[src/rtl/pgac_pkg.sv]
package pgac_pkg;
  localparam int FIELD_W = 2;

  typedef enum logic [1:0] {
    DOM_DENY   = 2'b00,
    DOM_CLIENT = 2'b01,
    DOM_RSVD   = 2'b10,
    DOM_FREE   = 2'b11
  } dom_code_e;

  typedef enum logic [1:0] {
    PG_SRW_UNA = 2'b00,
    PG_SRW_URO = 2'b01,
    PG_ALL_RW  = 2'b10,
    PG_ALL_RO  = 2'b11
  } page_code_e;

  typedef struct packed {
    logic rd_ok;
    logic wr_ok;
  } rights_t;
endpackage

[src/rtl/pgac_field_bank.sv]
module pgac_field_bank
  import pgac_pkg::*;
#(
  parameter int GROUPS = 16,
  localparam int REG_W = GROUPS * FIELD_W,
  localparam int SEL_W = $clog2(GROUPS)
) (
  input  logic               clk,
  input  logic               rst_n,
  input  logic               we,
  input  logic [REG_W-1:0]   wdata,
  input  logic [SEL_W-1:0]   sel,
  output logic [FIELD_W-1:0] field
);
  localparam logic [REG_W-1:0] RESET_VAL = {GROUPS{DOM_CLIENT}};

  logic [REG_W-1:0]   store_q;
  logic [FIELD_W-1:0] slot [GROUPS];

  always_ff @(posedge clk or negedge rst_n) begin
    if (!rst_n)  store_q <= RESET_VAL;
    else if (we) store_q <= wdata;
  end

  // group 0 occupies the most significant pair
  for (genvar g = 0; g < GROUPS; g++) begin : g_slot
    assign slot[g] = store_q[REG_W-1-FIELD_W*g -: FIELD_W];
  end

  assign field = slot[sel];
endmodule

[src/rtl/pgac_page_rights.sv]
module pgac_page_rights
  import pgac_pkg::*;
(
  input  logic [1:0] prot,
  input  logic       user,
  output rights_t    rights
);
  always_comb begin
    rights = '{rd_ok: 1'b1, wr_ok: 1'b1};
    unique case (prot)
      PG_SRW_UNA: rights = user ? '{rd_ok: 1'b0, wr_ok: 1'b0} : '{rd_ok: 1'b1, wr_ok: 1'b1};
      PG_SRW_URO: rights = user ? '{rd_ok: 1'b1, wr_ok: 1'b0} : '{rd_ok: 1'b1, wr_ok: 1'b1};
      PG_ALL_RW:  rights = '{rd_ok: 1'b1, wr_ok: 1'b1};
      PG_ALL_RO:  rights = '{rd_ok: 1'b1, wr_ok: 1'b0};
      default:    rights = '{rd_ok: 1'b0, wr_ok: 1'b0};
    endcase
  end
endmodule

[src/rtl/pgac_group_resolve.sv]
module pgac_group_resolve
  import pgac_pkg::*;
(
  input  logic [FIELD_W-1:0] field,
  input  logic               domain,
  input  logic               user,
  input  logic               store,
  input  rights_t            page,
  output logic               allow
);
  logic page_allow;
  logic key_bit;

  assign page_allow = store ? page.wr_ok : page.rd_ok;
  assign key_bit    = user ? field[0] : field[1];

  always_comb begin
    if (domain) begin
      unique case (field)
        DOM_FREE:   allow = 1'b1;
        DOM_CLIENT: allow = page_allow;
        default:    allow = 1'b0;
      endcase
    end else if (key_bit) begin
      allow = !store && page.rd_ok;
    end else begin
      allow = page_allow;
    end
  end
endmodule

[src/rtl/pgac_access_check.sv]
module pgac_access_check
  import pgac_pkg::*;
#(
  parameter int GROUPS = 16,
  localparam int REG_W = GROUPS * FIELD_W,
  localparam int SEL_W = $clog2(GROUPS)
) (
  input  logic             clk,
  input  logic             rst_n,
  input  logic             rights_we,
  input  logic [REG_W-1:0] rights_wdata,
  input  logic             hit,
  input  logic [SEL_W-1:0] group_id,
  input  logic [1:0]       page_prot,
  input  logic             is_write,
  input  logic             user_mode,
  input  logic             domain_mode,
  output logic             grant,
  output logic             fault
);
  logic [FIELD_W-1:0] sel_field;
  rights_t            page_r;
  logic               allow;

  pgac_field_bank #(.GROUPS(GROUPS)) bank_i (
    .clk   (clk),
    .rst_n (rst_n),
    .we    (rights_we),
    .wdata (rights_wdata),
    .sel   (group_id),
    .field (sel_field)
  );

  pgac_page_rights page_i (
    .prot   (page_prot),
    .user   (user_mode),
    .rights (page_r)
  );

  pgac_group_resolve resolve_i (
    .field  (sel_field),
    .domain (domain_mode),
    .user   (user_mode),
    .store  (is_write),
    .page   (page_r),
    .allow  (allow)
  );

  assign grant = hit && allow;
  assign fault = hit && !allow;
endmodule

[config.mk]
export PLATFORM = sky130hd
export DESIGN_NAME = pgac_access_check
export DESIGN_NICKNAME = d
export VERILOG_FILES = /design/src/rtl/pgac_pkg.sv /design/src/rtl/pgac_field_bank.sv /design/src/rtl/pgac_page_rights.sv /design/src/rtl/pgac_group_resolve.sv /design/src/rtl/pgac_access_check.sv
export SDC_FILE = /design/constraint.sdc
export NUM_CORES = 1
export LEC_CHECK = 0
export BUFFER_PORTS_ARGS = -buffer_cell sky130_fd_sc_hd__buf_2
export CAP_MARGIN = 20
export CORE_AREA = 2 2 58 60
export CTS_CLUSTER_SIZE = 28
export DETAILED_ROUTE_END_ITERATION = 7
export DIE_AREA = 0 0 60 62
export GPL_TIMING_DRIVEN = 0
export PLACE_DENSITY = 0.83
export RECOVER_POWER = 50
export SETUP_SLACK_MARGIN = 0.2
export SLEW_MARGIN = 20
export SYNTH_ARGS = -nofsm -noshare
export SYNTH_HDL_FRONTEND = slang
export SYNTH_SLANG_ARGS = --single-unit
[constraint.sdc]
create_clock -name clk -period 3.3 [get_ports clk]
set_clock_uncertainty 0.2 [all_clocks]
set_input_delay 0.495 -clock clk [delete_from_list [all_inputs] [get_ports clk]]
set_output_delay 0.495 -clock clk [all_outputs]
set_load 0.02 [all_outputs]
==> summary.md, run 1 <==
| Metric | Value |
|---|---|
| Flops & latches, synth | `32` |
| YS warnings | `0` |
| Comb pwr share | `18.6%` |
| Multiplexer share of the synthesized area | `33.3%` |
| CTS buffer count | `5` |
| Max cap viols | `1` |
| Part of the Yosys area used for sequential elements | `50.0%` |
| R2R Path Start | `bank_i.slot[27]$_DFFE_PN0P_` |
| Clock root buffer | `clkbuf_4` |
| Slew @ Worst Pin | `1.67 ns` |
| Fin Hold WS | `around 0.18 ns` |
| Clk slew on worst S/H paths | `roughly 0.10 ns` |
| CTS tree | `yes` |
| Commonest non-fill, non-tap cell in the layout | `buf_2` |
| Hold Buf Count CTS | `0` |
| Total track usage | `20.2%` |
| Number of global-route vias before repair | `1,202` |
| Distinct cells, synth | `33` |
| F_max | `333 MHz` |
| Port Buffers | `44` |
| Sequential Power Share | `52.9%` |
| PD cells | `441 nW/µm²` |
| Max VDD drop | `0.297 mV` |
| Lkg Pwr | `about 0.86 nW` |
| Total grt overflow | `0` |
| Share of cells above drive strength 1 | `63.3%` |
| Total power | `a little under 0.0009 W` |
| # DRC | `0` |
| Die area | `3720 µm²` |
| Syn nets | `about 160` |
| # IOs | `47` |
| CTS H-tree lvls | `2` |
| Switch share | `roughly a quarter` |
| Worst EP arrival | `~2.3 ns` |
| Total core area | `approximately 3200 µm²` |
| Compound-cell area share of the yosys netlist | `roughly 5.6%` |
| CP startpoint | `group_id[1]` |
| DRT iter0 DRCs | `26` |
| Type of the worst setup path | `primary input to output pin` |
| Largest net degree at the start of global routing | `33` |
| Slowest stage delay, CP | `0.50 ns` |
| Initial Util | `approximately half` |
| Tcrit/Tclk final | `91.1%` |
| Post-Synth Simple-Gate Area | `7.84%` |
| Final setup TNS | `0 ns` |
| Syn Std Cell Area | `approximately 1600 µm²` |
| Outcome | `finished with violations` |
| Relative slew slack | `-11.1%` |
| WP data required | `2.60 ns` |
| Detail Placement HPWL | `2.47 mm` |
| CP top delay family | `multiplexers` |
| DR pass1 iterations | `3` |
| Critical path buffer and inverter count | `3` |
| Antenna cells | `0` |
| HP Class | `primary input to register` |
| # rows | `21` |
| TritonCTS Sinks | `32` |
| Critical path endpoint category | `output pin` |
| Fraction of registers with async set/reset | `100%` |
| First-pass GRT wire length | `around 5.3 mm` |
| Die X | `roughly 60 µm` |
| Violated checks | `max-capacitance violations, max-slew violations` |
| Ys flop type | `dfstp_2` |
| Vias per cell | `5.31` |
| Final wirelength | `3.21 mm` |
| Die Ht | `62 µm` |
| Placer Congestion | `0.720` |
| Largest register FFs | `32` |
| # resized after CTS | `0` |
| Area Growth Syn to Fin | `21.0%` |
| Post-CTS setup buffer count | `0` |
| Final hold violation count | `0` |
| Initial antenna violation count | `0` |
| Post-route ant nets | `0` |
| Final-report max-slew violation count | `33` |
| Cell count after synthesis | `114` |
| Largest family of logic cells by synthesized area | `multiplexers` |
| Vias | `about 1,100` |
| Crit path max fanout | `10` |
| EDFF count, synth | `0` |
| Internal | `0.000664 W` |
| Xor and xnor area share after synthesis | `0%` |
| Critical path cell sequence | `buf_2 -> buf_6 -> mux4_2 -> mux2i_1 -> nor3b_1 -> a311oi_2 -> a21oi_2 -> nor3b_2 -> buf_2` |
| Synth Area in Adders | `0%` |
| Syn_area_per_cell | `14.4 µm²` |
| Setup violators final | `0` |
| Min-delay src | `rights_wdata[31]` |
| Fin crit period | `approximately 3.0 ns` |
| Startpoint Class | `primary input` |
| Most frequent cells in the layout | `buf_2 (43), mux2_2 (28), dfstp_2 (16), dfrtp_1 (16), mux2_1 (7)` |
| Routed len/inst | `15.1 µm` |
| Final net count | `210` |
| Worst-skew pair later-pin latency | `0.32 ns` |
| Clock tree buffer depth | `2` |
| Clk pwr share | `28.5%` |
| Sw power | `about 0.00021 W` |
| CP max-delay cell | `mux4_2` |
| CP most frequent cell | `buf_2` |
| RSZ-0062 raised after global routing | `false` |
## cell families (layout without fill, tap and decap cells)
| family | after synthesis | after routing |
|---|---|---|
| DFF | 32 | 32 |
| and+or+nand+nor | 18 | 18 |
| muxes | 44 | 44 |
| AOI/OAI and AO/OA | 12 | 12 |
| buffers and inverters | 8 | 60 |
## cell type report
type	count	area, µm²
plain buffers	7	51.3
well taps	46	57.6
flip-flops and latches	32	821
clock buffers	8	68.8
fillers	254	1190
repair buffers	44	219
multi-input cells	74	767
inverters	1	3.75
## through the flow
stage	cell area [µm²]	utilization, %	std cells	setup slack [ns]
after floorplan	1640	-	114	0.623
after global placement	1920	60.4	204	0.357
after detailed placement	1920	60.4	204	0.318
after CTS	1990	62.6	212	0.311
after global routing	1990	62.5	212	0.207
final	1990	62.5	212	0.293
## path summary, 6_finish.rpt
path	endpoint	slack, ns	cells past startpoint
hold / removal	bank_i.slot[31]$_DFFE_PN0P_	0.18	2
setup reg to reg	bank_i.slot[27]$_DFFE_PN0P_	2.32	1
setup / recovery	grant	0.29	9
max in group asynchronous	bank_i.slot[9]$_DFFE_PN0P_	1.54	1
hold reg to reg	bank_i.slot[13]$_DFFE_PN0P_	0.28	1
min in group asynchronous	bank_i.slot[31]$_DFFE_PN0P_	0.37	1
## Yosys cell counts, types with 2 or more instances
cell	n	share of area, %
mux4_1	2	3.2
mux4_2	2	2.7
mux2_2	28	19
a21oi_1	2	0.61
nor3b_1	5	2.3
a2111oi_0	2	1.1
dfrtp_1	16	24
mux2i_1	4	2.4
mux2_1	7	4.8
buf_6	2	1.4
and3_1	2	0.76
nand2_1	2	0.46
dfstp_2	16	26
nor2b_1	3	1.1
buf_1	3	0.69
## power groups by stage
stage / clock, W / sequential (W) / combinational (W)
4_1_cts: 0.000256 / 0.000465 / 0.000166
6_report: 0.000250 / 0.000465 / 0.000163
3_5_place_dp: 0 / 0.000472 / 0.000165
3_3_place_gp: 0 / 0.000469 / 0.000156
5_1_grt: 0.000274 / 0.000470 / 0.000180
2_1_floorplan: 0 / 0.000464 / 0.000109
## layer usage
layer	routed length, µm	global-route usage [%]
met3	159	7.45
met2	1690	35.7
met4	47	6.67
met5	0	0
met1	1310	22.5
Note: power is estimated with default switching activity, not from simulation.
==> run 2, diff against run 1 <==
Settings changed: REMOVE_ABC_BUFFERS from default to 1, SLEW_MARGIN 20 to 10.
==> run 2 against run 1 <==
Net effect:
- the run still ends with max-capacitance violations, max-slew violations left
- largest cell class unchanged
- sequential power barely moved
- hold slack worse by 0.011 ns
- utilization shrank 0.47 points
==> summary.md, run 2 (synthesis results as in run 1) <==
| Metric | Value |
|---|---|
| Outcome | `finished with violations` |
| Violated checks | `max-capacitance violations, max-slew violations` |
| Startpoint Class | `primary input` |
| RSZ-0062 raised after global routing | `false` |
| # DRC | `0` |
| WP data required | `2.60 ns` |
| Fin crit period | `2.97 ns` |
| Clk pwr share | `about a third` |
| Largest net degree at the start of global routing | `33` |
| Final wirelength | `between 3 and 4 mm` |
| R2r setup slk | `around 2.3 ns` |
| Clock tree buffer depth | `2` |
| Commonest non-fill, non-tap cell in the layout | `buf_2` |
| Post-route ant nets | `0` |
| Routed len/inst | `14.6 µm` |
| PD cells | `between 400 and 500 nW/µm²` |
| CTS tree | `yes` |
| Crit path max fanout | `12` |
| Max VDD drop | `0.289 mV` |
| R2R Path Start | `bank_i.slot[11]$_DFFE_PN0P_` |
| Post-CTS setup buffer count | `0` |
| Slew @ Worst Pin | `1.66 ns` |
| Sequential Power Share | `about half` |
| CTS H-tree lvls | `2` |
| Filler cell count | `260` |
| R2R Path End | `bank_i.slot[11]$_DFFE_PN0P_` |
| Worst-skew pair later-pin latency | `0.33 ns` |
| Worst Reg-to-Reg Cells | `1` |
| Total track usage | `18.6%` |
| Number of global-route vias before repair | `1,191` |
| Initial Util | `51.7%` |
| Critical path endpoint category | `output pin` |
| Worst EP arrival | `roughly 2.3 ns` |
| Switch share | `23.8%` |
| Vias | `between 1,000 and 1,500` |
| TritonCTS Sinks | `32` |
| DR pass1 iterations | `4` |
| Sw power | `0.000220 W` |
| Type of the worst setup path | `primary input to output pin` |
| Final setup TNS | `0 ns` |
| Share of cells above drive strength 1 | `between 60% and 70%` |
| Total grt overflow | `0` |
| Detail Placement HPWL | `2.19 mm` |
| Final net count | `205` |
| Tcrit/Tclk final | `89.9%` |
| Setup crit end | `grant` |
| Die area | `between 3000 and 4000 µm²` |
| Placer Congestion | `0.665` |
| Antenna cells | `0` |
| F_max | `between 300 and 400 MHz` |
| Die X | `60 µm` |
| Internal | `about 0.00071 W` |
| HP Class | `primary input to register` |
| Port Buffers | `46` |
| Lkg Pwr | `around 0.85 nW` |
| Setup violators final | `0` |
| Initial antenna violation count | `0` |
| Clock root buffer | `clkbuf_4` |
| Final hold violation count | `0` |
| Largest register FFs | `32` |
| Die Ht | `about 62 µm` |
| Relative slew slack | `-10.9%` |
| Vias per cell | `around 5.3` |
| Total core area | `3180 µm²` |
| CP startpoint | `group_id[1]` |
| # IOs | `47` |
| First-pass GRT wire length | `4.95 mm` |
| Util after Layout | `between 60% and 70%` |
| DRT iter0 DRCs | `26` |
| Clk slew on worst S/H paths | `0.10 ns` |
| Area Growth Syn to Fin | `20.1%` |
| Final-report max-slew violation count | `66` |
| Most frequent cells in the layout | `buf_2 (43), mux2_2 (28), dfstp_2 (16), dfrtp_1 (16), mux2_1 (7)` |
| # rows | `21` |
| Comb pwr share | `17.1%` |
| Max cap viols | `2` |
| CTS buffer count | `5` |
run 2: worst min-delay path by stage:
stage / start / endpoint / slack, ns / depth (start not counted)
floorplan: rst_n / bank_i.slot[11]$_DFFE_PN0P_ / -0.0006 / 0
CTS: rst_n / bank_i.slot[5]$_DFFE_PN0P_ / 0.005 / 1
detailed placement: bank_i.slot[13]$_DFFE_PN0P_ / bank_i.slot[13]$_DFFE_PN0P_ / 0.27 / 1
global placement: bank_i.slot[13]$_DFFE_PN0P_ / bank_i.slot[13]$_DFFE_PN0P_ / 0.26 / 1
global route: rights_wdata[28] / bank_i.slot[28]$_DFFE_PN1P_ / 0.15 / 2
finish: rights_wdata[12] / bank_i.slot[12]$_DFFE_PN1P_ / 0.17 / 2
run 2: timing repair:
item / CTS / global route
hold buffers: 0 / 0
endpoints found under the setup margin: 0 / 2
gates resized for setup: 0 / 2
run 2: layout make-up:
type                       count  area (µm²)  area share [%]
sequential                    32         821            41.6
multi-input combinational     74         771            39.1
timing repair buffer          46         230            11.7
clock buffer                   8        90.1            4.57
tap                           46        57.6            2.92
inverter                       1        3.75           0.190
run 2: worst max-delay path, stage by stage:
cell and delay (ns):
clkbuf_4 0.20, mux4_1 0.59, mux2i_2 0.21, nor3b_1 0.09, a311oi_2 0.26, a21oi_2 0.07, nor3b_2 0.17, buf_2 0.18
run 2: metal layers:
layer	share of wire, %	wire length, µm	track usage, %
met3	3.8	115	5.59
met4	2.2	68	8.89
met1	38	1150	17.8
met5	0	0	0
met2	56	1690	36.0
run 2: stage by stage:
| step | cells | hold slack [ns] | instance area (µm²) | total power, W | worst slack, ns |
|---|---|---|---|---|---|
| floorplan | 107 | -0.000591 | 1590 | 0.000559 | 0.682 |
| global placement | 199 | 0.261 | 1880 | 0.000618 | 0.308 |
| detailed placement | 199 | 0.270 | 1880 | 0.000630 | 0.284 |
| CTS | 207 | 0.00486 | 1970 | 0.000938 | 0.280 |
| global route | 207 | 0.149 | 1970 | 0.000977 | 0.194 |
| finish | 207 | 0.171 | 1970 | 0.000927 | 0.335 |
run 2: power by group through the flow:
stage | logic [W] | registers (W) | clock network, W
after floorplan | 0.0000951 | 0.000464 | 0
final | 0.000159 | 0.000464 | 0.000304
after CTS | 0.000158 | 0.000465 | 0.000314
after global routing | 0.000175 | 0.000471 | 0.000331
after detailed placement | 0.000157 | 0.000472 | 0
after global placement | 0.000150 | 0.000468 | 0
